$ cat src/rtl/refresh_timer_pkg.sv
package refresh_timer_pkg;
  localparam logic [2:0] TC_X4   = 3'b000;
  localparam logic [2:0] TC_X2   = 3'b001;
  localparam logic [2:0] TC_X1   = 3'b011;
  localparam logic [2:0] TC_HALF = 3'b010;
  localparam logic [2:0] TC_QTR  = 3'b110;

  function automatic logic code_is_reserved(input logic [2:0] c);
    return (c == 3'b100) || (c == 3'b101) || (c == 3'b111);
  endfunction
endpackage

$ cat src/rtl/rt_interval_scaler.sv
module rt_interval_scaler
  import refresh_timer_pkg::*;
#(
  parameter int BASE_W = 16,
  parameter int MIN_IV = 2,
  localparam int IW = BASE_W + 2
) (
  input  logic [BASE_W-1:0] base,
  input  logic [2:0]        code,
  output logic [IW-1:0]     interval
);
  logic [IW-1:0] ext;
  logic [IW-1:0] raw;

  always_comb begin
    ext = IW'(base);
    unique case (code)
      TC_X4:   raw = ext << 2;
      TC_X2:   raw = ext << 1;
      TC_X1:   raw = ext;
      TC_HALF: raw = ext >> 1;
      default: raw = ext >> 2;   // quarter and every reserved code
    endcase
    interval = (raw < IW'(MIN_IV)) ? IW'(MIN_IV) : raw;
  end
endmodule

$ cat src/rtl/rt_code_stage.sv
module rt_code_stage
  import refresh_timer_pkg::*;
(
  input  logic       clk,
  input  logic       rst_n,
  input  logic [2:0] code_in,
  input  logic       load,
  input  logic       boundary,
  output logic [2:0] active,
  output logic       reserved
);
  logic [2:0] staged;

  always_ff @(posedge clk or negedge rst_n) begin
    if (!rst_n) begin
      staged <= TC_X1;
      active <= TC_X1;
    end else begin
      if (load) staged <= code_in;
      if (boundary) active <= load ? code_in : staged;
    end
  end

  assign reserved = code_is_reserved(active);
endmodule

$ cat src/rtl/rt_interval_counter.sv
module rt_interval_counter #(
  parameter int IW = 18
) (
  input  logic          clk,
  input  logic          rst_n,
  input  logic [IW-1:0] interval,
  output logic          at_end
);
  logic [IW-1:0] cnt;

  assign at_end = (cnt >= interval - IW'(1));

  always_ff @(posedge clk or negedge rst_n) begin
    if (!rst_n)      cnt <= '0;
    else if (at_end) cnt <= '0;
    else             cnt <= cnt + IW'(1);
  end
endmodule

$ cat src/rtl/rt_pending_tracker.sv
module rt_pending_tracker #(
  parameter int PEND_MAX = 8,
  localparam int PW = $clog2(PEND_MAX + 1)
) (
  input  logic          clk,
  input  logic          rst_n,
  input  logic          tick,
  input  logic          ack,
  output logic [PW-1:0] count,
  output logic          overflow
);
  logic full, empty;
  assign full  = (count == PW'(PEND_MAX));
  assign empty = (count == '0);

  always_ff @(posedge clk or negedge rst_n) begin
    if (!rst_n) begin
      count    <= '0;
      overflow <= 1'b0;
    end else if (tick && !ack) begin
      if (full) overflow <= 1'b1;
      else      count    <= count + PW'(1);
    end else if (ack && !tick && !empty) begin
      count <= count - PW'(1);
    end
  end
endmodule

$ cat src/rtl/refresh_interval_timer.sv
module refresh_interval_timer #(
  parameter int BASE_W   = 16,
  parameter int PEND_MAX = 8,
  parameter int MIN_IV   = 2,
  localparam int IW = BASE_W + 2,
  localparam int PW = $clog2(PEND_MAX + 1)
) (
  input  logic              clk,
  input  logic              rst_n,
  input  logic [BASE_W-1:0] base_cycles,
  input  logic [2:0]        temp_code,
  input  logic              temp_load,
  input  logic              refresh_ack,
  output logic              refresh_due,
  output logic [PW-1:0]     pending_cnt,
  output logic              code_error,
  output logic              refresh_overflow
);
  logic [2:0]    active_code;
  logic [IW-1:0] interval;
  logic          boundary;

  rt_code_stage u_stage (
    .clk(clk), .rst_n(rst_n), .code_in(temp_code), .load(temp_load),
    .boundary(boundary), .active(active_code), .reserved(code_error)
  );

  rt_interval_scaler #(.BASE_W(BASE_W), .MIN_IV(MIN_IV)) u_scale (
    .base(base_cycles), .code(active_code), .interval(interval)
  );

  rt_interval_counter #(.IW(IW)) u_cnt (
    .clk(clk), .rst_n(rst_n), .interval(interval), .at_end(boundary)
  );

  rt_pending_tracker #(.PEND_MAX(PEND_MAX)) u_pend (
    .clk(clk), .rst_n(rst_n), .tick(boundary), .ack(refresh_ack),
    .count(pending_cnt), .overflow(refresh_overflow)
  );

  always_ff @(posedge clk or negedge rst_n) begin
    if (!rst_n) refresh_due <= 1'b0;
    else        refresh_due <= boundary;
  end
endmodule

$ cat config.mk
export PLATFORM = sky130hd
export DESIGN_NAME = refresh_interval_timer
export DESIGN_NICKNAME = d
export VERILOG_FILES = /design/src/rtl/refresh_timer_pkg.sv /design/src/rtl/rt_interval_scaler.sv /design/src/rtl/rt_code_stage.sv /design/src/rtl/rt_interval_counter.sv /design/src/rtl/rt_pending_tracker.sv /design/src/rtl/refresh_interval_timer.sv
export SDC_FILE = /design/constraint.sdc
export NUM_CORES = 1
export LEC_CHECK = 0
export BUFFER_PORTS_ARGS = -buffer_cell sky130_fd_sc_hd__clkbuf_2
export CAP_MARGIN = 10
export CORE_UTILIZATION = 54
export DETAILED_ROUTE_END_ITERATION = 16
export HOLD_SLACK_MARGIN = 0.03
export PLACE_DENSITY_LB_ADDON = 0.1
export SLEW_MARGIN = 20
export SYNTH_ARGS = -nofsm -noshare
export SYNTH_HDL_FRONTEND = slang
export SYNTH_SLANG_ARGS = --single-unit
$ cat constraint.sdc
create_clock -name clk -period 5.3 [get_ports clk]
set_clock_uncertainty 0.05 [all_clocks]
set_input_delay 1.06 -clock clk [delete_from_list [all_inputs] [get_ports clk]]
set_output_delay 1.06 -clock clk [all_outputs]
set_load 0.02 [all_outputs]
# Word-level counts from Yosys, hierarchy flattened

Cells that the tools add are included.

Add/sub/neg operators: 4
Magnitude comparators: 2
Equal/unequal tests: 8
Multiplexer cells: 7
Reduce and logical (&&, ||, !) cells: 13

Operators with widths:

| kind                  | number |
|---|---|
| $pmux 18 s4           | 1 |
| $mux 18               | 2 |
| $add 18x1->18 const B | 1 |
| $ge 18x18->1          | 1 |
| $lt 18x2->1 const B   | 1 |
| $sub 18x1->18 const B | 1 |
| $mux 4                | 3 |
| $eq 3x3->1 const B    | 3 |
| $eq 3x2->1 const B    | 2 |
| $add 4x1->4 const B   | 1 |
| $eq 4x4->1 const B    | 1 |
| $logic_not 4->1       | 1 |
| $reduce_and 2->1      | 2 |
| $sub 4x1->4 const B   | 1 |
| $eq 3x1->1 const B    | 1 |
| $logic_and 1x1->1     | 3 |
| $logic_not 1->1       | 3 |
| $logic_not 3->1       | 1 |
| $mux 3                | 1 |
| $logic_or 1x1->1      | 2 |
| $ne 2x2->1 const B    | 1 |
| $reduce_bool 2->1     | 1 |

Register bits after elaboration: 30
Output and inout bits: 7

# Depth between registers and ports, before layout

Word-level depth: 11
Depth in mapped cells: 29
Gate-level depth less buffers: 25

# Hierarchy

A second synthesis with hierarchy kept.

Cells, all modules: 323
Area, all modules: 2862.7 µm²

Modules (own cells, without submodules):

| module                 | times used | cells each | area each (µm²) |
|---|---|---|---|
| rt_interval_counter    | 1          | 168        | 1522.7 |
| rt_interval_scaler     | 1          | 112        | 759.5 |
| rt_pending_tracker     | 1          | 28         | 310.3 |
| rt_code_stage          | 1          | 14         | 245.2 |
| refresh_interval_timer | 1          | 1          | 25.0 |

# Least setup slack after synthesis

No wires, ideal clock.

Path type: input port to flip-flop
Start point: in base_cycles[10]
End point: reg u_pend.count[3]
Data arrival time: 5.969 ns
Data required time: 5.163 ns
Path slack: -0.806 ns
Cell stages on the path: 26
Buffers on the path: 2
Cells stage by stage: clkbuf_1 -> mux4_2 -> or2_1 -> o21ai_2 -> nand3_2 -> nor4_4 -> nand2_1 -> nand2_1 -> ha_1 -> nand3_2 -> nor2_1 -> nand2_1 -> xor2_1 -> ha_1 -> or3_1 -> a2111oi_0 -> o32ai_1 -> o22a_1 -> clkbuf_1 -> nand2b_1 -> ha_1 -> a21o_1 -> a21oi_1 -> or3_1 -> mux2i_1 -> a22oi_1

Cells in the longest elaborated chain, start to end: 10
Elaborated cells between the ends (all ways): 13
Those cells by class: add/sub: 1; order compare: 2; eq/ne: 1; mux: 3; reduce/logical: 6

Ends and longest elaborated chain:

| item                               | line                         | RTL |
|---|---|---|
| start, declared                    | refresh_interval_timer.sv:10 | `input logic [BASE_W-1:0] base_cycles,` |
| $pmux 18 s4 (*)                    | rt_interval_scaler.sv:17     | `unique case (code)` |
| $lt 18x2->1                        | rt_interval_scaler.sv:24     | `interval = (raw < IW'(MIN_IV)) ? IW'(MIN_IV) : raw;` |
| $mux 18 (*)                        | rt_interval_scaler.sv:24     |  |
| $sub 18x1->18 (*)                  | rt_interval_counter.sv:11    | `assign at_end = (cnt >= interval - IW'(1));` |
| $ge 18x18->1 (*)                   | rt_interval_counter.sv:11    |  |
| $logic_not 1->1                    | rt_pending_tracker.sv:23     | `end else if (ack && !tick && !empty) begin` |
| $logic_and 1x1->1 (2 in series)    | rt_pending_tracker.sv:23     |  |
| $reduce_bool 2->1 (no source line) | --                           |  |
| $reduce_and 2->1 (no source line)  | --                           |  |
| end signal, assigned               | rt_pending_tracker.sv:22     | `else count <= count + PW'(1);` |
| end signal, assigned               | rt_pending_tracker.sv:24     | `count <= count - PW'(1);` |
| end, declared                      | rt_pending_tracker.sv:9      | `output logic [PW-1:0] count,` |

Mark *: on every way between the ends. The rest lies on a longest branch, timed or not.
A chain may end at the register's enable or synchronous reset.

# Worst setup path in the final report

Start point: in base_cycles[2]
End point: reg u_pend.count[3]

The elaborated chain is that of the path after synthesis.

==> impl_metrics.tcl <==
set metrics [dict create \
    power_frac_seq 0.324 \
    violations "setup timing" \
    die_h_um 76.3 \
    clockBufferDepth 2 \
    finalSetupViolCount 3 \
    gp_congestion 0.907 \
    grt.total_usage 0.273 \
    pre_cts_ws_ns -0.452 \
    synth-edff-count 0 \
    power_switching_share 0.376 \
    hold_viol 0 \
    reg2reg_depth 25 \
    cp_slowest_stage_delay_ns 0.52 \
    io_pins 30 \
    ys_types 64 \
    synth_top_area_frac 0.218 \
    coreArea_sq_mm 0.00520 \
    wirelength_um 7850 \
    grt_overflow 0 \
    grt_pass1_wl_um 12800 \
    drtAntennaViolNets 0 \
    fill_cells 366 \
    crit_family "simple AND/OR/NAND/NOR gates" \
    insertion_delay_ns 0.29 \
    path_clk_slew_ns 0.07 \
    power_density_mw_per_mm2 263 \
    clockRootBuffer "clkbuf_8" \
    drt_iter0_markers 195 \
    synthTopCellsByArea "dfrtp_1, ha_1, mux4_2" \
    syn_area_sq_mm 0.00298 \
    slew_headroom 0.508 \
    die-area_sq_mm 0.00582 \
    crit_arrival_ns 5.56 \
    slowest_stage "mux4_2" \
    min_path_cells 1 \
    fin_nets 460 \
    synthArstFlopShare 1.00 \
    end_kind "register" \
    p_leak_uw 0.00182 \
    maxSlewViolCount 0 \
    seqCellArea_sq_um 759 \
    grt_max_degree 33 \
    routed_via_density 5.91 \
    wl_per_cell_um 16.2 \
    cts-htree-levels 2 \
    period_share 1.03 \
    die_w_um 76.3 \
    cap_violations 0 \
    row_count 26 \
    clock_power_share 0.218 \
    grt_pass1_vias 2733 \
    ys_ff_latch 30 \
    worst_pin_slew_ns 0.738 \
    synthFlopType "dfrtp_1" \
    status "finished, violations left" \
    final_util 0.772 \
    drive_gt1_frac 0.412 \
    worst_ep_required_time_ns 5.42 \
    p_switching_uw 397 \
    worst_slack_ns -0.144 \
    dr.pass1.iters 4 \
    multiInputGateArea_sq_mm 0.00228 \
    netlist_instances 319 \
    path_max_fanout 4 \
    via_count 2866 \
    cp-start-kind "primary input" \
    max_freq_mhz 184 \
    syn_to_final_growth_pct 35.0 \
    critPathBufInv 1 \
    clock_sinks 30 \
    ys_warn_count 0 \
    ys_seq_area_frac 0.254 \
    antenna_found_initial 0 \
    path_depth 25 \
    initial_utilization 0.572 \
    ir_drop_mv 0.299 \
    combinationalPowerShare 0.458 \
    cts_tree "yes" \
    rsz0062_at_grt "true" \
    hold_path.class "reg2reg" \
    remaining_drc_errors 0 \
    yosys.area.top_type "dfrtp_1" \
    cts_buffers 5 \
    syn_nets 365 \
    io_buffers 29 \
    layout_min_cycle_time_ns 5.44 \
    dp_hpwl_um 5750 \
    n_antenna_cell 0 \
    crit_type "in2reg" \
    syn_area_per_cell_sq_um 9.33 \
    p_int_uw 659 \
]
[state kept, by name (all words and copies together) (netlist names)]
signal and cells:
u_cnt.cnt 18, u_pend.count 4, u_stage.active 3, u_stage.staged 3, refresh_due 1, u_pend.overflow 1
[worst paths after layout]
check / slack, ns / startpoint / to
max reg2reg: -0.05 / u_stage.active[0]$_DFFE_PN1N_ / u_pend.count[3]$_DFFE_PN0P_
max in group asynchronous: 3.95 / rst_n / u_cnt.cnt[0]$_DFF_PN0_
max: -0.14 / base_cycles[2] / u_pend.count[3]$_DFFE_PN0P_
min: 0.45 / u_pend.overflow$_DFFE_PN0P_ / u_pend.overflow$_DFFE_PN0P_
min in group asynchronous: 0.77 / rst_n / refresh_due$_DFF_PN0_
min reg2reg: 0.45 / u_pend.overflow$_DFFE_PN0P_ / u_pend.overflow$_DFFE_PN0P_
[worst reg2reg max path, cell delays in order, from the launching register on]
cell and delay (ns):
dfstp_4 0.64, buf_4 0.17, mux4_2 0.51, mux2i_2 0.21, and2_4 0.21, nand2_4 0.06, nor4_4 0.30, nand2_1 0.11
nand2_2 0.12, ha_4 0.17, nand3_4 0.10, nor4_4 0.17, xor2_1 0.16, a21oi_1 0.08, ha_1 0.29, and4_1 0.19
nand3_2 0.08, o32ai_2 0.27, o22a_1 0.24, nand2b_4 0.10, ha_4 0.26, a21o_1 0.11, a21oi_2 0.05, or3_1 0.36
mux2i_1 0.13, a22oi_1 0.09
[cell usage after synthesis, types with 2 or more instances]
master and number:
o22a_1 2, or2_2 2, mux2_2 6, nand3_1 10, clkbuf_1 9, xor2_1 21, nand3_2 2, buf_6 2
and2_1 3, o21bai_1 2, o22ai_1 2, nor3_1 5, a31oi_1 2, nand2_1 25, o221a_2 3, nor3b_1 2
o211ai_1 2, nor2b_1 2, nand4_1 6, xnor2_1 10, inv_1 9, buf_2 4, dfrtp_1 26, ha_1 22
or3_1 3, nor4_1 3, mux2i_1 15, and3_1 5, mux4_2 11, a21oi_1 14, dfstp_2 4, nand2b_1 6
nor2_1 33, o21ai_0 9, o21a_1 4, a21o_1 5
[power by group through the flow]
| stage | Combinational (uW) | Sequential, uW | Clock (uW) |
|---|---|---|---|
| floorplan | 288 | 342 | 0 |
| global placement | 434 | 346 | 0 |
| detailed placement | 443 | 347 | 0 |
| CTS | 458 | 343 | 236 |
| global route | 531 | 352 | 243 |
| finish | 483 | 342 | 230 |
[what timing repair did]
item,in CTS,in global routing
setup buffers,2,9
hold endpoints to repair,0,0
gates resized for setup,8,18
pin swaps,1,5
setup endpoints to repair,3,4
hold buffers,0,0
[routing by layer]
layer  track usage  up-vias  part of all wire
met3        0.0455       17             0.038
met5             0        -                 0
li1              -     1365                 -
met4        0.0769        0             0.018
met1         0.366     1410              0.45
met2         0.455       74              0.49
[layout make-up]
type	count	area share
clock buffers	5	0.0171
clock inverters	3	0.00996
inverters	9	0.00841
multi-input cells	263	0.567
flip-flops and latches	30	0.189
well taps	70	0.0218
repair buffers	105	0.187
[cells by family (layout without fill, tap and decap cells)]
logic type / count (synthesis) / in the layout / share of synthesized area
xor gates and xnor gates: 31 / 31 / 0.0912
muxes: 34 / 34 / 0.166
and+or+nand+nor: 115 / 115 / 0.202
AOI/OAI and AO/OA: 60 / 60 / 0.147
adders and majority gates: 23 / 23 / 0.0992
buffers and inverters: 26 / 122 / 0.0408
DFF: 30 / 30 / 0.254
[stage by stage]
stage                     setup TNS [ns]  total power (uW)  cells  area, sq um  hold WS [ns]
final                             -0.292              1060    485         4020         0.452
after global routing               -1.07              1130    485         4020         0.459
after CTS                         -0.109              1040    476         3880         0.445
after detailed placement           -1.41               791    466         3720         0.423
after global placement             -1.01               780    466         3720         0.435
after floorplan                   -0.805               630    319         3110         0.417
[cell usage in the layout (no fill, tap or decap), types with 3 or more instances in the layout]
master    Yosys  layout
o21a_1        4       4
xor2_1       21      21
clkbuf_2      0      26
mux2i_2       1       3
and3_1        5       5
mux2_2        6       6
o21ai_0       9       7
ha_1         22      19
inv_1         9       9
nor2_1       33      32
buf_4         1      74
nor4_4        1       3
nand2_1      25      24
mux2i_1      15      12
o221a_2       3       3
dfstp_2       4       3
mux4_2       11      11
nor3_1        5       5
dfrtp_1      26      26
nand3_1      10       9
xnor2_1      10      10
a21oi_1      14      13
nand2b_1      6       5
a21o_1        5       5
buf_6         2       4
clkbuf_8      0       5
nand4_1       6       6
No activity file was read; power rests on OpenSTA's default activity.
